[config.mk]
export PLATFORM = sky130hd
export DESIGN_NAME = rtc_sec_alarm
export DESIGN_NICKNAME = d
export VERILOG_FILES = /design/src/rtl/rtc_sec_pkg.sv /design/src/rtl/rtc_prescaler.sv /design/src/rtl/rtc_sec_counter.sv /design/src/rtl/rtc_irq_ctrl.sv /design/src/rtl/rtc_sec_alarm.sv
export SDC_FILE = /design/constraint.sdc
export NUM_CORES = 1
export LEC_CHECK = 0
export CORE_AREA = 2 2 90 179
export CTS_CLUSTER_DIAMETER = 40
export DETAILED_ROUTE_END_ITERATION = 10
export DIE_AREA = 0 0 92 181
export PLACE_DENSITY = 0.76
export SLEW_MARGIN = 20
export SYNTH_ARGS = -nofsm -noshare
export SYNTH_HDL_FRONTEND = slang
export SYNTH_SLANG_ARGS = --single-unit
[constraint.sdc]
create_clock -name clk_i -period 2 [get_ports clk_i]
set_clock_uncertainty 0.05 [all_clocks]
set_input_delay 0.4 -clock clk_i [delete_from_list [all_inputs] [get_ports clk_i]]
set_output_delay 0.4 -clock clk_i [all_outputs]
set_load 0.005 [all_outputs]
[src/rtl/rtc_sec_pkg.sv]
package rtc_sec_pkg;
  localparam int BUS_W       = 32;
  localparam int IRQ_N       = 2;
  localparam int IRQ_ALARM   = 0;
  localparam int IRQ_PERIOD  = 1;
  localparam int CTRL_EN_BIT = 26;

  // word index, addr[4:2]
  typedef enum logic [2:0] {
    REG_COUNT  = 3'd0,
    REG_MATCH  = 3'd1,
    REG_LOAD   = 3'd2,
    REG_CTRL   = 3'd3,
    REG_MASK   = 3'd4,
    REG_RAW    = 3'd5,
    REG_MSKD   = 3'd6,
    REG_CLEAR  = 3'd7
  } reg_sel_e;
endpackage

[src/rtl/rtc_prescaler.sv]
module rtc_prescaler #(
  parameter int PRESCALE = 32768
) (
  input  logic clk_i,
  input  logic rst_ni,
  input  logic en_i,
  input  logic tick_en_i,
  input  logic restart_i,
  output logic sec_tick_o
);
  localparam int PW = (PRESCALE > 2) ? $clog2(PRESCALE) : 1;
  localparam logic [PW-1:0] LAST = PW'(PRESCALE - 1);

  logic [PW-1:0] phase_q;
  logic          step;
  logic          wrap;

  assign step       = en_i && tick_en_i;
  assign wrap       = step && (phase_q == LAST);
  assign sec_tick_o = wrap && !restart_i;

  always_ff @(posedge clk_i or negedge rst_ni) begin
    if (!rst_ni)        phase_q <= '0;
    else if (restart_i) phase_q <= '0;
    else if (step)      phase_q <= wrap ? '0 : phase_q + 1'b1;
  end

  assert_hold_off_R3: assert property (@(posedge clk_i) disable iff (!rst_ni)
    (!en_i && !restart_i) |=> $stable(phase_q));

  assert_restart_R4: assert property (@(posedge clk_i) disable iff (!rst_ni)
    restart_i |=> (phase_q == '0));

  assert_load_drops_R4: assert property (@(posedge clk_i) disable iff (!rst_ni)
    restart_i |-> !sec_tick_o);
endmodule

[src/rtl/rtc_sec_counter.sv]
module rtc_sec_counter #(
  parameter int CNT_W = 32
) (
  input  logic             clk_i,
  input  logic             rst_ni,
  input  logic             load_i,
  input  logic [CNT_W-1:0] load_val_i,
  input  logic             step_i,
  output logic [CNT_W-1:0] cnt_o
);
  logic [CNT_W-1:0] cnt_q;

  always_ff @(posedge clk_i or negedge rst_ni) begin
    if (!rst_ni)     cnt_q <= '0;
    else if (load_i) cnt_q <= load_val_i;
    else if (step_i) cnt_q <= cnt_q + 1'b1;
  end

  assign cnt_o = cnt_q;

  assert_load_R4: assert property (@(posedge clk_i) disable iff (!rst_ni)
    load_i |=> (cnt_q == $past(load_val_i)));

  assert_step_wrap_R5: assert property (@(posedge clk_i) disable iff (!rst_ni)
    (step_i && !load_i) |=> (cnt_q == CNT_W'($past(cnt_q) + 1'b1)));

  assert_hold_R3: assert property (@(posedge clk_i) disable iff (!rst_ni)
    (!step_i && !load_i) |=> $stable(cnt_q));
endmodule

[src/rtl/rtc_irq_ctrl.sv]
module rtc_irq_ctrl #(
  parameter int N = 2
) (
  input  logic         clk_i,
  input  logic         rst_ni,
  input  logic [N-1:0] set_i,
  input  logic [N-1:0] clr_i,
  input  logic         mask_we_i,
  input  logic [N-1:0] mask_i,
  output logic [N-1:0] raw_o,
  output logic [N-1:0] mask_o,
  output logic [N-1:0] masked_o,
  output logic         irq_o
);
  logic [N-1:0] raw_q;
  logic [N-1:0] mask_q;

  always_ff @(posedge clk_i or negedge rst_ni) begin
    if (!rst_ni)        mask_q <= '0;
    else if (mask_we_i) mask_q <= mask_i;
  end

  for (genvar i = 0; i < N; i++) begin : g_src
    always_ff @(posedge clk_i or negedge rst_ni) begin
      if (!rst_ni) raw_q[i] <= 1'b0;
      else         raw_q[i] <= set_i[i] | (raw_q[i] & ~clr_i[i]);
    end

    assert_set_wins_R8: assert property (@(posedge clk_i) disable iff (!rst_ni)
      set_i[i] |=> raw_q[i]);

    assert_clear_R8: assert property (@(posedge clk_i) disable iff (!rst_ni)
      (clr_i[i] && !set_i[i]) |=> !raw_q[i]);

    assert_no_spurious_R8: assert property (@(posedge clk_i) disable iff (!rst_ni)
      (!raw_q[i] && !set_i[i]) |=> !raw_q[i]);
  end

  assign masked_o = raw_q & mask_q;
  assign irq_o    = |masked_o;
  assign raw_o    = raw_q;
  assign mask_o   = mask_q;
endmodule

[src/rtl/rtc_sec_alarm.sv]
module rtc_sec_alarm
  import rtc_sec_pkg::*;
#(
  parameter int ADDR_W   = 8,
  parameter int PRESCALE = 32768
) (
  input  logic              clk_i,
  input  logic              rst_ni,
  input  logic              tick_en_i,
  input  logic [ADDR_W-1:0] addr_i,
  input  logic [BUS_W-1:0]  wdata_i,
  input  logic              we_i,
  input  logic              re_i,
  output logic [BUS_W-1:0]  rdata_o,
  output logic              irq_o
);
  localparam int CNT_W = BUS_W;

  reg_sel_e         sel;
  logic             addr_ok;
  logic             wr_en;
  logic             load_we;
  logic [CNT_W-1:0] match_q;
  logic [CNT_W-1:0] load_q;
  logic             en_q;
  logic [CNT_W-1:0] cnt;
  logic             sec_tick;
  logic [IRQ_N-1:0] set_vec;
  logic [IRQ_N-1:0] clr_vec;
  logic [IRQ_N-1:0] raw;
  logic [IRQ_N-1:0] mask;
  logic [IRQ_N-1:0] masked;
  logic [BUS_W-1:0] ctrl_word;
  logic [BUS_W-1:0] rd_mux;
  logic [BUS_W-1:0] rdata_q;

  assign sel     = reg_sel_e'(addr_i[4:2]);
  assign addr_ok = (addr_i[ADDR_W-1:5] == '0) && (addr_i[1:0] == 2'b00);
  assign wr_en   = we_i && addr_ok;
  assign load_we = wr_en && (sel == REG_LOAD);

  always_ff @(posedge clk_i or negedge rst_ni) begin
    if (!rst_ni) begin
      match_q <= '1;
      load_q  <= '0;
      en_q    <= 1'b0;
    end else if (wr_en) begin
      case (sel)
        REG_MATCH: match_q <= wdata_i;
        REG_LOAD:  load_q  <= wdata_i;
        REG_CTRL:  en_q    <= wdata_i[CTRL_EN_BIT];
        default: ;
      endcase
    end
  end

  rtc_prescaler #(.PRESCALE(PRESCALE)) u_pre (
    .clk_i      (clk_i),
    .rst_ni     (rst_ni),
    .en_i       (en_q),
    .tick_en_i  (tick_en_i),
    .restart_i  (load_we),
    .sec_tick_o (sec_tick)
  );

  rtc_sec_counter #(.CNT_W(CNT_W)) u_cnt (
    .clk_i      (clk_i),
    .rst_ni     (rst_ni),
    .load_i     (load_we),
    .load_val_i (wdata_i),
    .step_i     (sec_tick),
    .cnt_o      (cnt)
  );

  always_comb begin
    set_vec             = '0;
    set_vec[IRQ_ALARM]  = (cnt == match_q);
    set_vec[IRQ_PERIOD] = sec_tick;
  end

  assign clr_vec = (wr_en && sel == REG_CLEAR) ? wdata_i[IRQ_N-1:0] : '0;

  rtc_irq_ctrl #(.N(IRQ_N)) u_irq (
    .clk_i     (clk_i),
    .rst_ni    (rst_ni),
    .set_i     (set_vec),
    .clr_i     (clr_vec),
    .mask_we_i (wr_en && sel == REG_MASK),
    .mask_i    (wdata_i[IRQ_N-1:0]),
    .raw_o     (raw),
    .mask_o    (mask),
    .masked_o  (masked),
    .irq_o     (irq_o)
  );

  always_comb begin
    ctrl_word              = '0;
    ctrl_word[CTRL_EN_BIT] = en_q;
  end

  always_comb begin
    case (sel)
      REG_COUNT: rd_mux = cnt;
      REG_MATCH: rd_mux = match_q;
      REG_LOAD:  rd_mux = load_q;
      REG_CTRL:  rd_mux = ctrl_word;
      REG_MASK:  rd_mux = BUS_W'(mask);
      REG_RAW:   rd_mux = BUS_W'(raw);
      REG_MSKD:  rd_mux = BUS_W'(masked);
      default:   rd_mux = '0;
    endcase
  end

  always_ff @(posedge clk_i or negedge rst_ni) begin
    if (!rst_ni)   rdata_q <= '0;
    else if (re_i) rdata_q <= addr_ok ? rd_mux : '0;
  end

  assign rdata_o = rdata_q;

  assert_read_count_R10: assert property (@(posedge clk_i) disable iff (!rst_ni)
    (re_i && addr_ok && sel == REG_COUNT) |=> (rdata_o == $past(cnt)));

  assert_alarm_raw_R6: assert property (@(posedge clk_i) disable iff (!rst_ni)
    (cnt == match_q) |=> raw[IRQ_ALARM]);

  assert_period_raw_R7: assert property (@(posedge clk_i) disable iff (!rst_ni)
    sec_tick |=> raw[IRQ_PERIOD]);

  assert_read_hold_R10: assert property (@(posedge clk_i) disable iff (!rst_ni)
    !re_i |=> $stable(rdata_o));
endmodule

Word-level counts from Yosys, hierarchy flattened
Cells that the tools add are included.
{ "op_classes": {"n_eq_ne": 9, "n_mux": 8, "reduce_logical": 18, "bitwise_logic": 7, "add_sub_neg": 2} }
{ "ops": {"columns": ["op", "n"], "rows": [
  ["32-bit one-hot mux with 7 select lines", 1],
  ["32-bit two-way mux", 3],
  ["15-bit two-way mux", 3],
  ["32-bit by 1-bit adder with 32-bit output, second input constant", 1],
  ["32-bit equality test", 1],
  ["15-bit by 1-bit adder with 15-bit output, second input constant", 1],
  ["15-bit equality test, second input constant", 1],
  ["3-bit equality test, second input constant", 4],
  ["1-bit logical AND", 8],
  ["3-bit by 2-bit equality test with 1-bit output, second input constant", 2],
  ["3-bit zero test", 2],
  ["2-bit AND reduction", 3],
  ["2-bit nonzero test", 2],
  ["3-bit by 1-bit equality test with 1-bit output, second input constant", 1],
  ["1-bit AND", 2],
  ["2-bit AND", 1],
  ["2-bit zero test", 1],
  ["2-bit two-way mux", 1],
  ["1-bit inverter", 2],
  ["1-bit bitwise OR", 2],
  ["2-bit OR reduction", 1],
  ["1-bit zero test", 1]
]} }
{ "word_totals": {"output_inout_bits": 33, "inputBits": 45, "ff_bits": 148, "word_cells": 53} }

Depth between registers and ports, before layout
{ "logic_depth": {"depth_word": 8, "mapped_depth": 7, "mapped_depth_nobuf": 6} }

Modules after synthesis
From an unflattened synthesis, not the netlist that was laid out.
{ "hier_totals": {"cells_unflattened": 735, "area_unflattened_um2": 7771.2} }
{ "by_module_without_submodules": {"columns": ["module", "n_inst", "area_each_um2", "cells_each", "seq_area_each_um2"], "rows": [
  ["rtc_sec_alarm", 1, 4820.9, 414, 2467.4],
  ["rtc_sec_counter", 1, 1966.9, 219, 800.8],
  ["rtc_prescaler", 1, 815.8, 89, 375.4],
  ["rtc_irq_ctrl", 1, 167.7, 13, 100.1]
]} }

Worst setup path before layout
Ideal clock, no wire load.
{ "synth_path": {"path_type": "register to register", "from": "register u_pre.phase_q[0]", "to": "register u_cnt.cnt_q[20], in the netlist u_cnt.cnt_o[20]", "t_required_ps": 1824, "setup_time_ps": 126, "n_path_buf": 0, "path_slack_ps": -183, "arrival_ps": 2007, "synth_period_minus_slack_ps": 2183, "path_stages_with_launch": 7, "cell_sequence": "dfrtp_1 -> ha_1 -> nand4_1 -> or3_2 -> nor4_4 -> a21oi_1 -> a221o_1"} }
{ "synth_via": {"elab_chain_cells": 4} }
{ "synth_rtl": {"columns": ["item", "line", "source"], "rows": [
  ["start: declaration", "rtc_prescaler.sv:14", "logic [PW-1:0] phase_q;"],
  ["start signal: assignment", "rtc_prescaler.sv:25", "else if (step) phase_q <= wrap ? '0 : phase_q + 1'b1;"],
  ["15-bit equality test", "rtc_prescaler.sv:19", "assign wrap = step && (phase_q == LAST);"],
  ["1-bit logical AND", "rtc_prescaler.sv:19", null],
  ["1-bit logical AND", "rtc_prescaler.sv:20", "assign sec_tick_o = wrap && !restart_i;"],
  ["2-bit nonzero test (no source line)", null, null],
  ["end signal: assignment", "rtc_sec_counter.sv:15", "else if (load_i) cnt_q <= load_val_i;"],
  ["end signal: assignment", "rtc_sec_counter.sv:16", "else if (step_i) cnt_q <= cnt_q + 1'b1;"],
  ["end: declaration", "rtc_sec_counter.sv:11", "logic [CNT_W-1:0] cnt_q;"]
]} }
No other way between the ends.
A chain may end at the register's enable or synchronous reset.

Final worst setup path
{ "layout_path": {"from": "register u_pre.phase_q[0]", "to": "register u_cnt.cnt_q[18], in the netlist u_cnt.cnt_o[18]"} }
Same word-level chain as after synthesis.

==> run_results.csv <==
group,metric,value,unit
synthesis,synth-async-reset-ratio,1.00,
grt,global_route_wire_length_before_repair,37.0,mm
route,drt_iter0_drc,560,
sta,timing_hold_violations_final,0,
clocking,path_clk_slew,70,ps
setup_path,endpoint_kind,"flip-flop",
floorplanning,rows,64,
worst_hold_path,hp-class,"flip-flop to flip-flop",
final_layout,share_of_layout_cells_above_drive_strength_1,0.296,
grt,leftover_overflow_at_the_end_of_global_routing,0,
sta,maxSlewHeadroom,0.613,
sta,setup_viol_count_final,25,
route,dr_total_vias,6925,
route,drc,0,
floorplanning,design.core.area,15200,um2
synthesis,syn-num-nets,830,
route,drt_pass1_iterations,5,
final_layout,layout.cells.most_common,"sky130_fd_sc_hd__nand2_1",
worst_hold_path,hold_path.startpoint,"load_q[4]",
route,avgViaCountPerCell,5.91,
clocking,clock_tree.buffer_depth,2,
sta,period_needed,2120,ps
grt,antenna_violations_before_repair,0,
grt,first_global_vias,7112,
placement,gp_congestion,0.909,
status,violated_checks,"negative setup slack",
setup_path,reg2reg_from,"u_pre.phase_q[0]",
route,finalWirelength,24.2,mm
power_and_ir_drop,vdd_ir_drop_max,0.000607,V
final_layout,total_area_of_multi_input_combinational_cells,3900,um2
sta,fmax,0.472,GHz
synthesis,synth.distinct_cells,56,
setup_path,type_of_the_worst_setup_path,"flip-flop to flip-flop",
status,outcome,"finished with violations",
sta,period_share,1.06,
setup_path,timing.critical_path.arrival,2390,ps
grt,grt_usage,0.287,
synthesis,post_synth_inst_count,783,
power_and_ir_drop,static-leakage-power,5.18,nW
clocking,tritoncts_num_sinks,148,
setup_path,ff2ff_setup_slack,-120,ps
clocking,cts-buffers-inserted,17,
flow_run,max_cap_viol_count,0,
sta,fin_setup_tns,-1710,ps
synthesis,synth_flop_cell,"sky130_fd_sc_hd__dfrtp_1",
floorplanning,die_width,92,um
setup_path,crit_fanout,4,
final_layout,most-common-layout-cells,"125 x sky130_fd_sc_hd__nand2_1, 116 x sky130_fd_sc_hd__dfrtp_1, 108 x sky130_fd_sc_hd__buf_4",
synthesis,synth-edff-count,0,
setup_path,required,2270,ps
final_layout,net_count_reported_at_finish,1007,
sta,tightest_slew,578,ps
synthesis,ys_ff_latch,148,
floorplanning,die_height,181,um
power_and_ir_drop,power.density_cell_area,696,nW/um2
clocking,root_buffer,"sky130_fd_sc_hd__clkbuf_16",
clocking,clock_tree.htree_level_count,4,
final_layout,area_growth_syn_to_layout,36.7,%
setup_path,critical_path.startpoint,"u_pre.phase_q[0]",
floorplanning,floorplan_die_area,16700,um2
setup_path,critical_path.reg2reg.endpoint,"u_cnt.cnt_o[18]",
synthesis,synthesis.area_per_instance,9.99,um2
sta,setup_repair_after_global_routing_missed_its_margin,"true",
worst_hold_path,holdPathEnd,"load_q[4]",
grt,pin_count_of_the_biggest_net_entering_global_routing,52,
synthesis,synth.cell_area,7820,um2
placement,dpl_worst_slack,-632,ps
final_layout,register_area,3740,um2
route,detail_route.wl_per_cell,20.7,um
final_layout,filler_cell_count,1057,
clocking,tritoncts_clock_tree,"built",
floorplanning,design.portCount,78,
final_layout,num_antenna_cells,0,
floorplanning,initial_utilization,0.514,
route,detail-route-antenna-nets,0,
synthesis,synth-seq-area-share,0.479,
placement,dp_hpwl,15.8,mm
synthesis,synth_warn,0,
setup_path,critical_path_startpoint_category,"flip-flop",
placement,buffer_ports.inserted,77,
setup_path,reg2regPathDepth,8,
sta,final.setup.worst_slack,-120,ps
clocking,clock_latency,440,ps
sta,timing.final.max_slew_violations,0,
worst_hold_path,min_path_cells,2,
power breakdown:
part / switching, mW / internal, mW
Combinational: 0.426 / 0.367
Clock: 1.36 / 2.05
Sequential: 0.104 / 3.14
Total: 1.89 / 5.56
cell usage after synthesis (10+ instances only):
master	instances	area (um2)
sky130_fd_sc_hd__a21oi_1	39	195
sky130_fd_sc_hd__clkbuf_1	30	113
sky130_fd_sc_hd__dfrtp_1	116	2900
sky130_fd_sc_hd__dfstp_2	32	841
sky130_fd_sc_hd__inv_1	38	143
sky130_fd_sc_hd__mux2_2	34	383
sky130_fd_sc_hd__mux2i_1	34	340
sky130_fd_sc_hd__nand2_1	127	477
sky130_fd_sc_hd__nand3_1	20	100
sky130_fd_sc_hd__nand4_1	14	87.6
sky130_fd_sc_hd__nor2_1	55	206
sky130_fd_sc_hd__nor3_1	11	55.1
sky130_fd_sc_hd__nor4_1	15	93.8
sky130_fd_sc_hd__nor4_4	10	213
sky130_fd_sc_hd__o21ai_0	16	80.1
sky130_fd_sc_hd__o21ai_1	10	50.1
sky130_fd_sc_hd__o22ai_1	32	200
sky130_fd_sc_hd__xnor2_1	27	236
sky130_fd_sc_hd__xor2_1	42	368
state kept, by name (all words and copies together) (netlist names):
| name | count |
|---|---|
| u_irq.raw_o | 2 |
| load_q | 32 |
| u_irq.mask_o | 2 |
| rdata_o | 32 |
| en_q | 1 |
| match_q | 32 |
| u_cnt.cnt_o | 32 |
| u_pre.phase_q | 15 |
worst max-delay path, cell delays in order (launching register included):
cell	delay [ps]
sky130_fd_sc_hd__dfrtp_1	370
sky130_fd_sc_hd__ha_2	190
sky130_fd_sc_hd__nand4_1	210
sky130_fd_sc_hd__buf_4	230
sky130_fd_sc_hd__or3_4	360
sky130_fd_sc_hd__nor4_4	190
sky130_fd_sc_hd__buf_4	200
sky130_fd_sc_hd__a31o_4	160
sky130_fd_sc_hd__nand3_2	50
worst max-delay path by stage:
stage	slack [ps]	end
floorplan	-40	u_pre.phase_q[11]
global placement	-560	u_cnt.cnt_o[19]
detailed placement	-630	u_cnt.cnt_o[19]
CTS	-140	u_cnt.cnt_o[22]
global route	-240	u_cnt.cnt_o[26]
finish	-120	u_cnt.cnt_o[18]
layout make-up:
type                            count  share of cell area
Clock buffer                       20              0.0427
Timing Repair Buffer              209               0.190
Clock inverter                     12              0.0158
Sequential cell                   148               0.350
Multi-Input combinational cell    546               0.365
Tap cell                          198              0.0232
Inverter                           38              0.0133
per-layer routing:
metal	track usage	vias up	wire length, um
li1	-	3070	-
met1	0.305	3413	8270
met2	0.522	317	13100
met3	0.0509	125	1090
met4	0.165	0	1750
met5	0	-	0
cells by family after synthesis:
kind of cell,Yosys count,synth area share
and+or+nand+nor,295,0.207
AOI/OAI and AO/OA,109,0.0808
DFF,148,0.479
xor gates and xnor gates,69,0.0773
adders and majority gates,2,0.00320
muxes,70,0.0968
buffers and inverters,90,0.0566
metrics by stage:
step                      hold slack, ps  power, mW  std cells   util  cell area (um2)
after floorplan                     54.4       3.61        783      -             7870
after global placement               335       4.00       1115  0.626             9530
after detailed placement             339       4.02       1115  0.626             9530
after CTS                            393       7.44       1157  0.686            10400
after global routing                 440       7.68       1171  0.703            10700
final                                426       7.45       1171  0.703            10700
repair_timing:
action / in CTS / in global routing
endpoints found under the hold margin: 34 / 0
setup buffers: 7 / 11
hold buffers: 1 / 0
gates resized for setup: 37 / 26
pin swaps: 29 / 25
endpoints found under the setup margin: 103 / 69
cloned: 2 / 3
Power figures use the tool's default switching activity.
